$ cat src/rtl/bus_glue_pkg.sv
package bus_glue_pkg;
  localparam int unsigned ADDR_W     = 24;
  localparam int unsigned RAM_BANKS  = 4;
  localparam int unsigned BANK_W     = $clog2(RAM_BANKS);
  localparam int unsigned BANK_OFF_W = 20;
  localparam int unsigned LANES      = 2;
  localparam int unsigned TAG_W      = 8;

  typedef struct packed {
    logic [RAM_BANKS-1:0] ram;
    logic                 rom;
    logic                 ser;
    logic                 vid;
    logic                 mcu;
  } region_sel_t;
endpackage

$ cat src/rtl/bus_region_dec.sv
module bus_region_dec
  import bus_glue_pkg::*;
#(
  parameter logic [3:0]       ROM_TAG  = 4'h5,
  parameter logic [TAG_W-1:0] SER_TAG  = 8'hFE,
  parameter logic [TAG_W-1:0] VID_TAG  = 8'hFD,
  parameter logic [TAG_W-1:0] MCU_TAG  = 8'hFB
) (
  input  logic [TAG_W-1:0] tag_i,
  input  logic             as_i,
  input  logic             boot_i,
  output region_sel_t      sel_o
);
  localparam int unsigned RAM_HI_W = ADDR_W - BANK_OFF_W - BANK_W;

  logic              ram_hit;
  logic [BANK_W-1:0] bank_idx;
  logic              norm;

  assign norm     = as_i & ~boot_i;
  assign ram_hit  = (tag_i[TAG_W-1 -: RAM_HI_W] == '0);
  assign bank_idx = tag_i[TAG_W-1-RAM_HI_W -: BANK_W];

  for (genvar b = 0; b < RAM_BANKS; b++) begin : g_bank
    assign sel_o.ram[b] = norm & ram_hit & (bank_idx == BANK_W'(b));
  end

  // boot overlay forces ROM everywhere
  assign sel_o.rom = as_i & (boot_i | (tag_i[TAG_W-1 -: 4] == ROM_TAG));
  assign sel_o.ser = norm & (tag_i == SER_TAG);
  assign sel_o.vid = norm & (tag_i == VID_TAG);
  assign sel_o.mcu = norm & (tag_i == MCU_TAG);
endmodule

$ cat src/rtl/bus_lane_ctl.sv
module bus_lane_ctl
  import bus_glue_pkg::*;
(
  input  logic             as_i,
  input  logic [LANES-1:0] strb_i,
  input  logic             rw_i,
  output logic [LANES-1:0] oe_o,
  output logic [LANES-1:0] we_o
);
  for (genvar l = 0; l < LANES; l++) begin : g_lane
    assign oe_o[l] = as_i & strb_i[l] &  rw_i;
    assign we_o[l] = as_i & strb_i[l] & ~rw_i;
  end
endmodule

$ cat src/rtl/bus_ack_gen.sv
module bus_ack_gen
  import bus_glue_pkg::*;
(
  input  region_sel_t sel_i,
  output logic        dtack_o,
  output logic        vpa_o
);
  assign dtack_o = (|sel_i.ram) | sel_i.rom | sel_i.vid | sel_i.mcu;
  assign vpa_o   = sel_i.ser;
endmodule

$ cat src/rtl/bus_glue_decoder.sv
module bus_glue_decoder
  import bus_glue_pkg::*;
(
  input  logic                 clk_i,
  input  logic                 rst_ni,
  input  logic [ADDR_W-1:0]    addr_i,
  input  logic                 as_ni,
  input  logic                 uds_ni,
  input  logic                 lds_ni,
  input  logic                 rw_i,
  input  logic                 boot_ni,
  output logic [RAM_BANKS-1:0] ram_cs_no,
  output logic                 rom_cs_no,
  output logic                 ser_cs_no,
  output logic                 vid_cs_no,
  output logic                 mcu_cs_no,
  output logic [LANES-1:0]     oe_no,
  output logic [LANES-1:0]     we_no,
  output logic                 dtack_no,
  output logic                 vpa_no
);
  region_sel_t      sel_d, sel_q;
  logic [LANES-1:0] oe_d, we_d, oe_q, we_q;
  logic             dtack_d, vpa_d, dtack_q, vpa_q;
  logic             unused_low;

  assign unused_low = ^addr_i[ADDR_W-TAG_W-1:0];

  bus_region_dec u_dec (
    .tag_i  (addr_i[ADDR_W-1 -: TAG_W]),
    .as_i   (~as_ni),
    .boot_i (~boot_ni),
    .sel_o  (sel_d)
  );

  bus_lane_ctl u_lane (
    .as_i   (~as_ni),
    .strb_i ({~uds_ni, ~lds_ni}),
    .rw_i   (rw_i),
    .oe_o   (oe_d),
    .we_o   (we_d)
  );

  bus_ack_gen u_ack (
    .sel_i   (sel_d),
    .dtack_o (dtack_d),
    .vpa_o   (vpa_d)
  );

  always_ff @(posedge clk_i or negedge rst_ni) begin
    if (!rst_ni) begin
      sel_q   <= '0;
      oe_q    <= '0;
      we_q    <= '0;
      dtack_q <= 1'b0;
      vpa_q   <= 1'b0;
    end else begin
      sel_q   <= sel_d;
      oe_q    <= oe_d;
      we_q    <= we_d;
      dtack_q <= dtack_d;
      vpa_q   <= vpa_d;
    end
  end

  assign ram_cs_no = ~sel_q.ram;
  assign rom_cs_no = ~sel_q.rom;
  assign ser_cs_no = ~sel_q.ser;
  assign vid_cs_no = ~sel_q.vid;
  assign mcu_cs_no = ~sel_q.mcu;
  assign oe_no     = ~oe_q;
  assign we_no     = ~we_q;
  assign dtack_no  = ~dtack_q;
  assign vpa_no    = ~vpa_q;

  AST_ONE_SELECT: assert property (@(posedge clk_i) disable iff (!rst_ni)
    $countones({~ram_cs_no, ~rom_cs_no, ~ser_cs_no, ~vid_cs_no, ~mcu_cs_no}) <= 1);
  AST_BOOT_NO_RAM: assert property (@(posedge clk_i) disable iff (!rst_ni)
    !boot_ni |=> (&ram_cs_no));
  AST_BOOT_ROM: assert property (@(posedge clk_i) disable iff (!rst_ni)
    (!boot_ni && !as_ni) |=> !rom_cs_no);
  AST_SER_NO_ACK: assert property (@(posedge clk_i) disable iff (!rst_ni)
    !ser_cs_no |-> (dtack_no && !vpa_no));
  AST_ACK_HAS_SEL: assert property (@(posedge clk_i) disable iff (!rst_ni)
    !dtack_no |-> !((&ram_cs_no) && rom_cs_no && vid_cs_no && mcu_cs_no));
  AST_LANE_EXCL: assert property (@(posedge clk_i) disable iff (!rst_ni)
    ((~oe_no) & (~we_no)) == '0);
  AST_AS_RELEASE: assert property (@(posedge clk_i) disable iff (!rst_ni)
    as_ni |=> ((&ram_cs_no) && rom_cs_no && ser_cs_no && vid_cs_no && mcu_cs_no
               && (&oe_no) && (&we_no) && dtack_no && vpa_no));
endmodule

$ cat config.mk
export PLATFORM = sky130hd
export DESIGN_NAME = bus_glue_decoder
export DESIGN_NICKNAME = d
export VERILOG_FILES = /design/src/rtl/bus_glue_pkg.sv /design/src/rtl/bus_region_dec.sv /design/src/rtl/bus_lane_ctl.sv /design/src/rtl/bus_ack_gen.sv /design/src/rtl/bus_glue_decoder.sv
export SDC_FILE = /design/constraint.sdc
export NUM_CORES = 1
export LEC_CHECK = 0
export ABC_AREA = 1
export ABC_CLOCK_PERIOD_IN_PS = 800
export BUFFER_PORTS_ARGS = -buffer_cell sky130_fd_sc_hd__buf_2
export CAP_MARGIN = 20
export CORE_MARGIN = 1
export CORE_UTILIZATION = 37
export DETAILED_ROUTE_END_ITERATION = 10
export PLACE_DENSITY_LB_ADDON = 0.1
export REMOVE_ABC_BUFFERS = 1
export SYNTH_ARGS = -nofsm -noshare
export SYNTH_HDL_FRONTEND = slang
export SYNTH_SLANG_ARGS = --single-unit
export TNS_END_PERCENT = 10
$ cat constraint.sdc
create_clock -name clk_i -period 0.8 [get_ports clk_i]
set_input_delay 0.08 -clock clk_i [delete_from_list [all_inputs] [get_ports clk_i]]
set_output_delay 0.08 -clock clk_i [all_outputs]
set_load 0.01 [all_outputs]
# [Yosys cells after proc, flatten, opt, wreduce, memory -nomap -nowiden]
# Cells that the tools add are included.
# Widths: inputs -> output; s select.
[totals] register_bits=13 in_bits=31 output_inout_bits=14 wordCells=51
[op_classes] eq_ne=7 bitwise_logic=33 reduce_logical=3
[op_table] cell="$eq 8x8->1 const B" count=3
[op_table] cell="$and 1x1->1" count=16
[op_table] cell="$not 1->1" count=10
[op_table] cell="$eq 2x2->1 const B" count=2
[op_table] cell="$eq 4x3->1 const B" count=1
[op_table] cell="$logic_not 2->1" count=2
[op_table] cell="$not 2->2" count=2
[op_table] cell="$not 4->4" count=1
[op_table] cell="$or 1x1->1" count=4
[op_table] cell="$reduce_or 4->1" count=1
[op_table] cell="$eq 2x1->1 const B" count=1

# [Depth between registers and ports, before layout]
# Gate-level depths: netlist of the first run.
[depth] ltp_word=8 ltp_mapped=7

# [By module]
# Synthesis of the first run repeated with hierarchy kept, for this count alone.
[hier_totals] cells_unflattened=85 area_unflattened_um2=633.1
[by_module_without_submodules] module="bus_glue_decoder" n_inst=1 cells_each=32 area_per_inst_um2=417.9 seq_area_each_um2=350.3
[by_module_without_submodules] module="bus_region_dec" n_inst=1 cells_each=33 area_per_inst_um2=136.4 seq_area_each_um2=0.0
[by_module_without_submodules] module="bus_ack_gen" n_inst=1 cells_each=13 area_per_inst_um2=52.6 seq_area_each_um2=0.0
[by_module_without_submodules] module="bus_lane_ctl" n_inst=1 cells_each=7 area_per_inst_um2=26.3 seq_area_each_um2=0.0

# [Worst setup path before layout of the first run]
# OpenSTA, ideal clock, no wires.
[synth_path] path_type="register -> output" startpoint="reg vpa_q" endpoint="out vpa_no" arrival_ps=565 setup_slack_ps=155 stages_incl_launch_ff=3 n_path_buf=1 cell_sequence="dfrtp_1 > inv_1 > buf_4"
[synth_between] elab_chain_cells=1
[synth_rtl] element="start, declared" line="bus_glue_decoder.sv:24" text="logic dtack_d, vpa_d, dtack_q, vpa_q;"
[synth_rtl] element="start signal, assigned" line="bus_glue_decoder.sv:62" text="vpa_q <= vpa_d;"
[synth_rtl] element="$not 1->1"
[synth_rtl] element="end, declared" line="bus_glue_decoder.sv:20" text="output logic vpa_no"
# Every way passes these cells.

# [Worst setup path after layout of the first run]
[layout_path] startpoint="reg sel_q[7] (netlist name)" endpoint="out ram_cs_no[3]"
[layout_between] elab_chain_cells=1
[layout_rtl] element="start, declared" line="bus_glue_decoder.sv:22" text="region_sel_t sel_d, sel_q;"
[layout_rtl] element="start signal, assigned" line="bus_glue_decoder.sv:58" text="sel_q <= sel_d;"
[layout_rtl] element="$not 4->4" line="bus_glue_decoder.sv:66" text="assign ram_cs_no = ~sel_q.ram;"
[layout_rtl] element="end, declared" line="bus_glue_decoder.sv:12" text="output logic [RAM_BANKS-1:0] ram_cs_no,"
# Every way passes these cells.

==> results.cfg, run 1 <==
[critical_path]
path_cells = inv_1 > buf_2
worstSetupStartpointType = register
path_class = reg -> out
crit_start = sel_q[7]
end_kind = output port
max_stage_delay_ns = 0.36
arrival_ns = 0.80
crit_fanout = 1
worst-path-buf-inv = 2
required_ns = 0.72
crit_family = flip-flops
slowest_stage = dfrtp_1

[power_and_ir_drop]
switching_share_pct = 23.1
switchingPower_uw = 284
seqPwrFrac_pct = 55.0
p_leak_nw = 0.448
combinationalPowerShare_pct = 14.0
clkPwrFrac_pct = 31.1
power_density_mw_per_mm2 = 1490
p_int_uw = 946
peakVddDrop_v = 0.00109

[yosys]
yosysUniqueCellTypes = 12
netlist_area_um2 = 578
syn_avg_cell_area_um2 = 8.14
synth-seq-cells = 13
seq_area_frac_synth_pct = 56.3
yosys_warnings = 0
syn_inst = 71

[timing]
slew_headroom_pct = 81.5
clock.fmax_mhz = 1140
rsz0062_at_grt = true
worst_pin_slew_ns = 0.277
finalSetupViolations = 14
maxSlewViolCount = 0
fin_ws_ns = -0.0754
period_needed_ns = 0.875
tns_ns = -0.886
fin_crit_sh_pct = 109
finalHoldViolations = 0

[clock_network]
clk_pin_slew_worst_paths_ns = 0.07
clk_path_buf_depth = 2
root_buffer = clkbuf_4
tritoncts = built
cts_buffers = 3
postCtsSetupRepairBufs = 0
clkSinkCount = 13
ctsHtreeMaxLevel = 1

[global_route]
antenna_found_initial = 0
grt_max_degree = 14
grt_pass1_wl_um = 1720
overflow = 0
grt_pass1_vias = 423
grt_util_all_layers_pct = 13.1

[layout]
fin_util_pct = 59.6
fill_cells = 134
instances_no_fill = 123
fin_area_um2 = 825
antennaDiodeCount = 0
multi_input_area_um2 = 160
nets = 140
layout-drive-gt1-share_pct = 36.1
areaGrowthSynthToFinish_pct = 42.6
regArea_um2 = 325

[place]
gp_congestion = 0.755
post-place-ws_ns = 0.0200
hpwl_um = 788
port_buffers = 28
placed_cells_incl_taps = 114
place_area_um2 = 737

[die]
std_cell_rows = 13
fp.coreArea_mm2 = 0.00138
dieArea_mm2 = 0.00172
initial_core_util_pct = 41.8
io_pins = 45
dieHeight_um = 41.5
fp.dieW_um = 41.5

[job]
maxCapViolations = 0

[routing]
wire_per_inst_um = 7.92
dr.pass1.iters = 4
viasPerCell = 4.15
drc = 0
drt_iter0_markers = 7
antenna_left = 0
vias = 510
drt-total-wl_um = 974

[outcome]
violations = setup timing
status = complete, but fails checks

[min_path]
min_path_type = in -> reg
holdCritStartpoint = boot_ni
[final timing paths]
check	to	slack [ns]	cells past startpoint
max in group asynchronous	sel_q[1]	0.37	2
min in group asynchronous	sel_q[4]	0.22	2
hold / removal	sel_q[3]	0.02	2
setup / recovery	ram_cs_no[3]	-0.08	2
[power by group through the flow]
stage	Sequential, mW	Combinational (mW)	Clock (mW)
floorplan	0.689	0.0605	0
global placement	0.689	0.146	0
detailed placement	0.689	0.150	0
CTS	0.676	0.169	0.411
global route	0.678	0.195	0.447
finish	0.676	0.172	0.382
[layout by cell type, fill, tap and decap left out]
cell type,n
inv_1,22
nand3_1,2
nor2_4,1
nand2_2,2
nor2_1,8
clkbuf_4,3
nand2_1,11
dfrtp_1,13
buf_6,1
nor3_1,5
inv_2,2
dlygate4sd3_1,5
buf_2,27
a21oi_1,2
nor3_2,2
buf_4,1
clkbuf_1,1
[flip-flops by register name, indices dropped and copies added, names as in the netlist]
name	flops
vpa_q	1
sel_q	7
we_q	2
oe_q	2
dtack_q	1
[layer usage]
layer	global-route usage [%]	wire, um	up-vias
li1	-	-	274
met1	15.7	404	218
met2	20.6	493	16
met3	5.22	67	2
met4	5.81	9	0
met5	0	0	-
[area by class of cell]
| class | count | share of cell area (%) |
|---|---|---|
| timing repair buffer | 34 | 24.7 |
| inverter | 24 | 10.9 |
| clock buffer | 4 | 3.19 |
| multi-input combinational | 33 | 19.4 |
| tap | 15 | 2.28 |
| sequential | 13 | 39.5 |
[logic make-up (layout without fill, tap and decap cells)]
logic type	count (synthesis)	count (layout)	share of synthesized area, %
flip-flops	13	13	56.3
buffers and inverters	25	62	16.9
AO/OA/AOI/OAI	2	2	1.73
AND/OR/NAND/NOR	31	31	25.1
[per-stage QoR]
stage          hold slack, ns  power [mW]
6_report               0.0226        1.23
5_1_grt                0.0149        1.32
4_1_cts                0.0115        1.26
3_5_place_dp          -0.0224       0.839
3_3_place_gp          -0.0217       0.836
2_1_floorplan          -0.216       0.749
[Yosys cell counts]
cell	count	share of area, %
a21oi_1	2	1.7
buf_4	1	1.3
dfrtp_1	13	56
inv_1	22	14
inv_2	2	1.3
nand2_1	11	7.1
nand2_2	2	2.2
nand3_1	2	1.7
nor2_1	8	5.2
nor2_4	1	1.9
nor3_1	6	5.2
nor3_2	1	1.7
[what timing repair did]
action                     in CTS  in global routing
setup endpoints to repair      14                 15
gates resized for setup         0                  2
gates cloned                    0                  0
hold buffers                    5                  0
hold endpoints to repair       18                  0
Power figures use the tool's default switching activity.
==> inputs of run 2 (changes only) <==
RECOVER_POWER = 50   (was default)
==> run 2 against run 1 <==
  * Cell count unchanged
  * Non-clock buffer count is the same
  * Clock-buffer cell count unchanged
  * Combinational power decreased by 5%
  * First-iteration DRC count is 14% higher
  * The run still ends with setup timing left
==> results.cfg, run 2 (synthesis results as in run 1) <==
[place]
placed_cells_incl_taps = 114
gp_congestion = 0.755
place_area_um2 = 737
hpwl_um = 788
port_buffers = 28

[timing]
fin_ws_ns = -0.0743
fin_crit_sh_pct = 109
worst_pin_slew_ns = 0.307
finalSetupViolations = 14
period_needed_ns = 0.874
clock.fmax_mhz = 1140
rsz0062_at_grt = true
hold_ws_ns = 0.0219
slew_headroom_pct = 79.5
finalHoldViolations = 0
maxSlewViolCount = 0

[global_route]
grt_pass1_vias = 423
grt_pass1_wl_um = 1720
grt_util_all_layers_pct = 13.1
antenna_found_initial = 0
grt_max_degree = 14
overflow = 0

[power_and_ir_drop]
total_power_mw = 1.22
power_density_mw_per_mm2 = 1510
peakVddDrop_v = 0.00108
switching_share_pct = 22.9
clkPwrFrac_pct = 31.3
switchingPower_uw = 280
p_int_uw = 943
seqPwrFrac_pct = 55.3
combinationalPowerShare_pct = 13.4
p_leak_nw = 0.443

[routing]
drt_iter0_markers = 8
viasPerCell = 4.14
dr.pass1.iters = 4
wire_per_inst_um = 7.98
drc = 0
drt-total-wl_um = 981
vias = 509
antenna_left = 0

[clock_network]
clk_path_buf_depth = 2
clk_pin_slew_worst_paths_ns = 0.07
tritoncts = built
root_buffer = clkbuf_4
postCtsSetupRepairBufs = 0
clkSinkCount = 13
ctsHtreeMaxLevel = 1
cts_buffers = 3

[die]
io_pins = 45
dieHeight_um = 41.5
dieArea_mm2 = 0.00172
std_cell_rows = 13
fp.dieW_um = 41.5
fp.coreArea_mm2 = 0.00138
initial_core_util_pct = 41.8

[min_path]
hold_end = sel_q[3]
holdCritStartpoint = boot_ni
hold_depth = 2
min_path_type = in -> reg

[outcome]
status = complete, but fails checks
violations = setup timing

[layout]
largest_register = sel_q
largest_register_ffs = 7
reg_top3 = sel_q x7, oe_q x2, we_q x2
nets = 140
fill_cells = 139
instances_no_fill = 123
layout-drive-gt1-share_pct = 31.5
final_common_cell = buf_2
areaGrowthSynthToFinish_pct = 39.8
antennaDiodeCount = 0
fin_area_um2 = 808
final_cell_mix = 25 x buf_2, 22 x inv_1, 13 x dfrtp_1
regArea_um2 = 325
multi_input_area_um2 = 145

[critical_path]
path_class = reg -> out
worstSetupStartpointType = register
arrival_ns = 0.79
end_kind = output port
crit_fanout = 1
required_ns = 0.72

[job]
maxCapViolations = 0
==> run 2: changes by cell type in the layout (fill, tap and decap cells not counted), sizes merged <==
| cell | change |
|---|---|
| clkinv | +1 |
| buf | -2 |
| inv | -1 |
| clkbuf | +2 |
==> run 2: timing repair <==
action,CTS,global route
hold endpoints to repair,18,0
setup endpoints to repair,14,15
resized for setup,0,2
hold buffers,5,0
==> run 2: power by group through the flow <==
| stage | combinational [mW] | clock (mW) | sequential (mW) |
|---|---|---|---|
| floorplan | 0.0605 | 0 | 0.689 |
| global placement | 0.146 | 0 | 0.689 |
| detailed placement | 0.150 | 0 | 0.689 |
| CTS | 0.169 | 0.411 | 0.676 |
| global route | 0.188 | 0.447 | 0.678 |
| finish | 0.164 | 0.382 | 0.676 |
==> run 2: layer usage <==
layer | vias to the layer above | track usage [%] | routed length [um]
met2 | 16 | 20.6 | 494
li1 | 274 | - | -
met3 | 2 | 5.22 | 68
met5 | - | 0 | 0
met4 | 0 | 5.81 | 9
met1 | 217 | 15.7 | 408
==> run 2: final cells by class <==
class | instances | share of cell area, %
timing repair buffer | 34 | 25.1
inverter | 24 | 11.1
tap | 15 | 2.32
multi-input combinational | 33 | 18.0
clock buffer | 4 | 3.25
sequential | 13 | 40.2
==> run 2: worst max-delay path, cell delays in order (launching register included) <==
cell and delay [ns]:
dfrtp_1 0.36, inv_1 0.05, buf_2 0.12
==> run 2: metrics by stage <==
step                      utilization (%)  setup WS [ns]  setup TNS (ns)
after floorplan                         -          0.229               0
after global placement               53.3         0.0235               0
after detailed placement             53.3         0.0200               0
after CTS                            58.8        -0.0933           -1.14
after global routing                 58.5         -0.144           -1.70
final                                58.5        -0.0743          -0.885
==> run 2: worst max path at each step <==
stage / start / end / slack, ns / cells past startpoint
global route: we_q[1] / we_no[1] / -0.14 / 2
detailed placement: as_ni / sel_q[4] / 0.02 / 6
global placement: as_ni / sel_q[5] / 0.02 / 6
floorplan: as_ni / sel_q[4] / 0.23 / 5
finish: sel_q[7] / ram_cs_no[3] / -0.07 / 2
CTS: oe_q[0] / oe_no[0] / -0.09 / 2
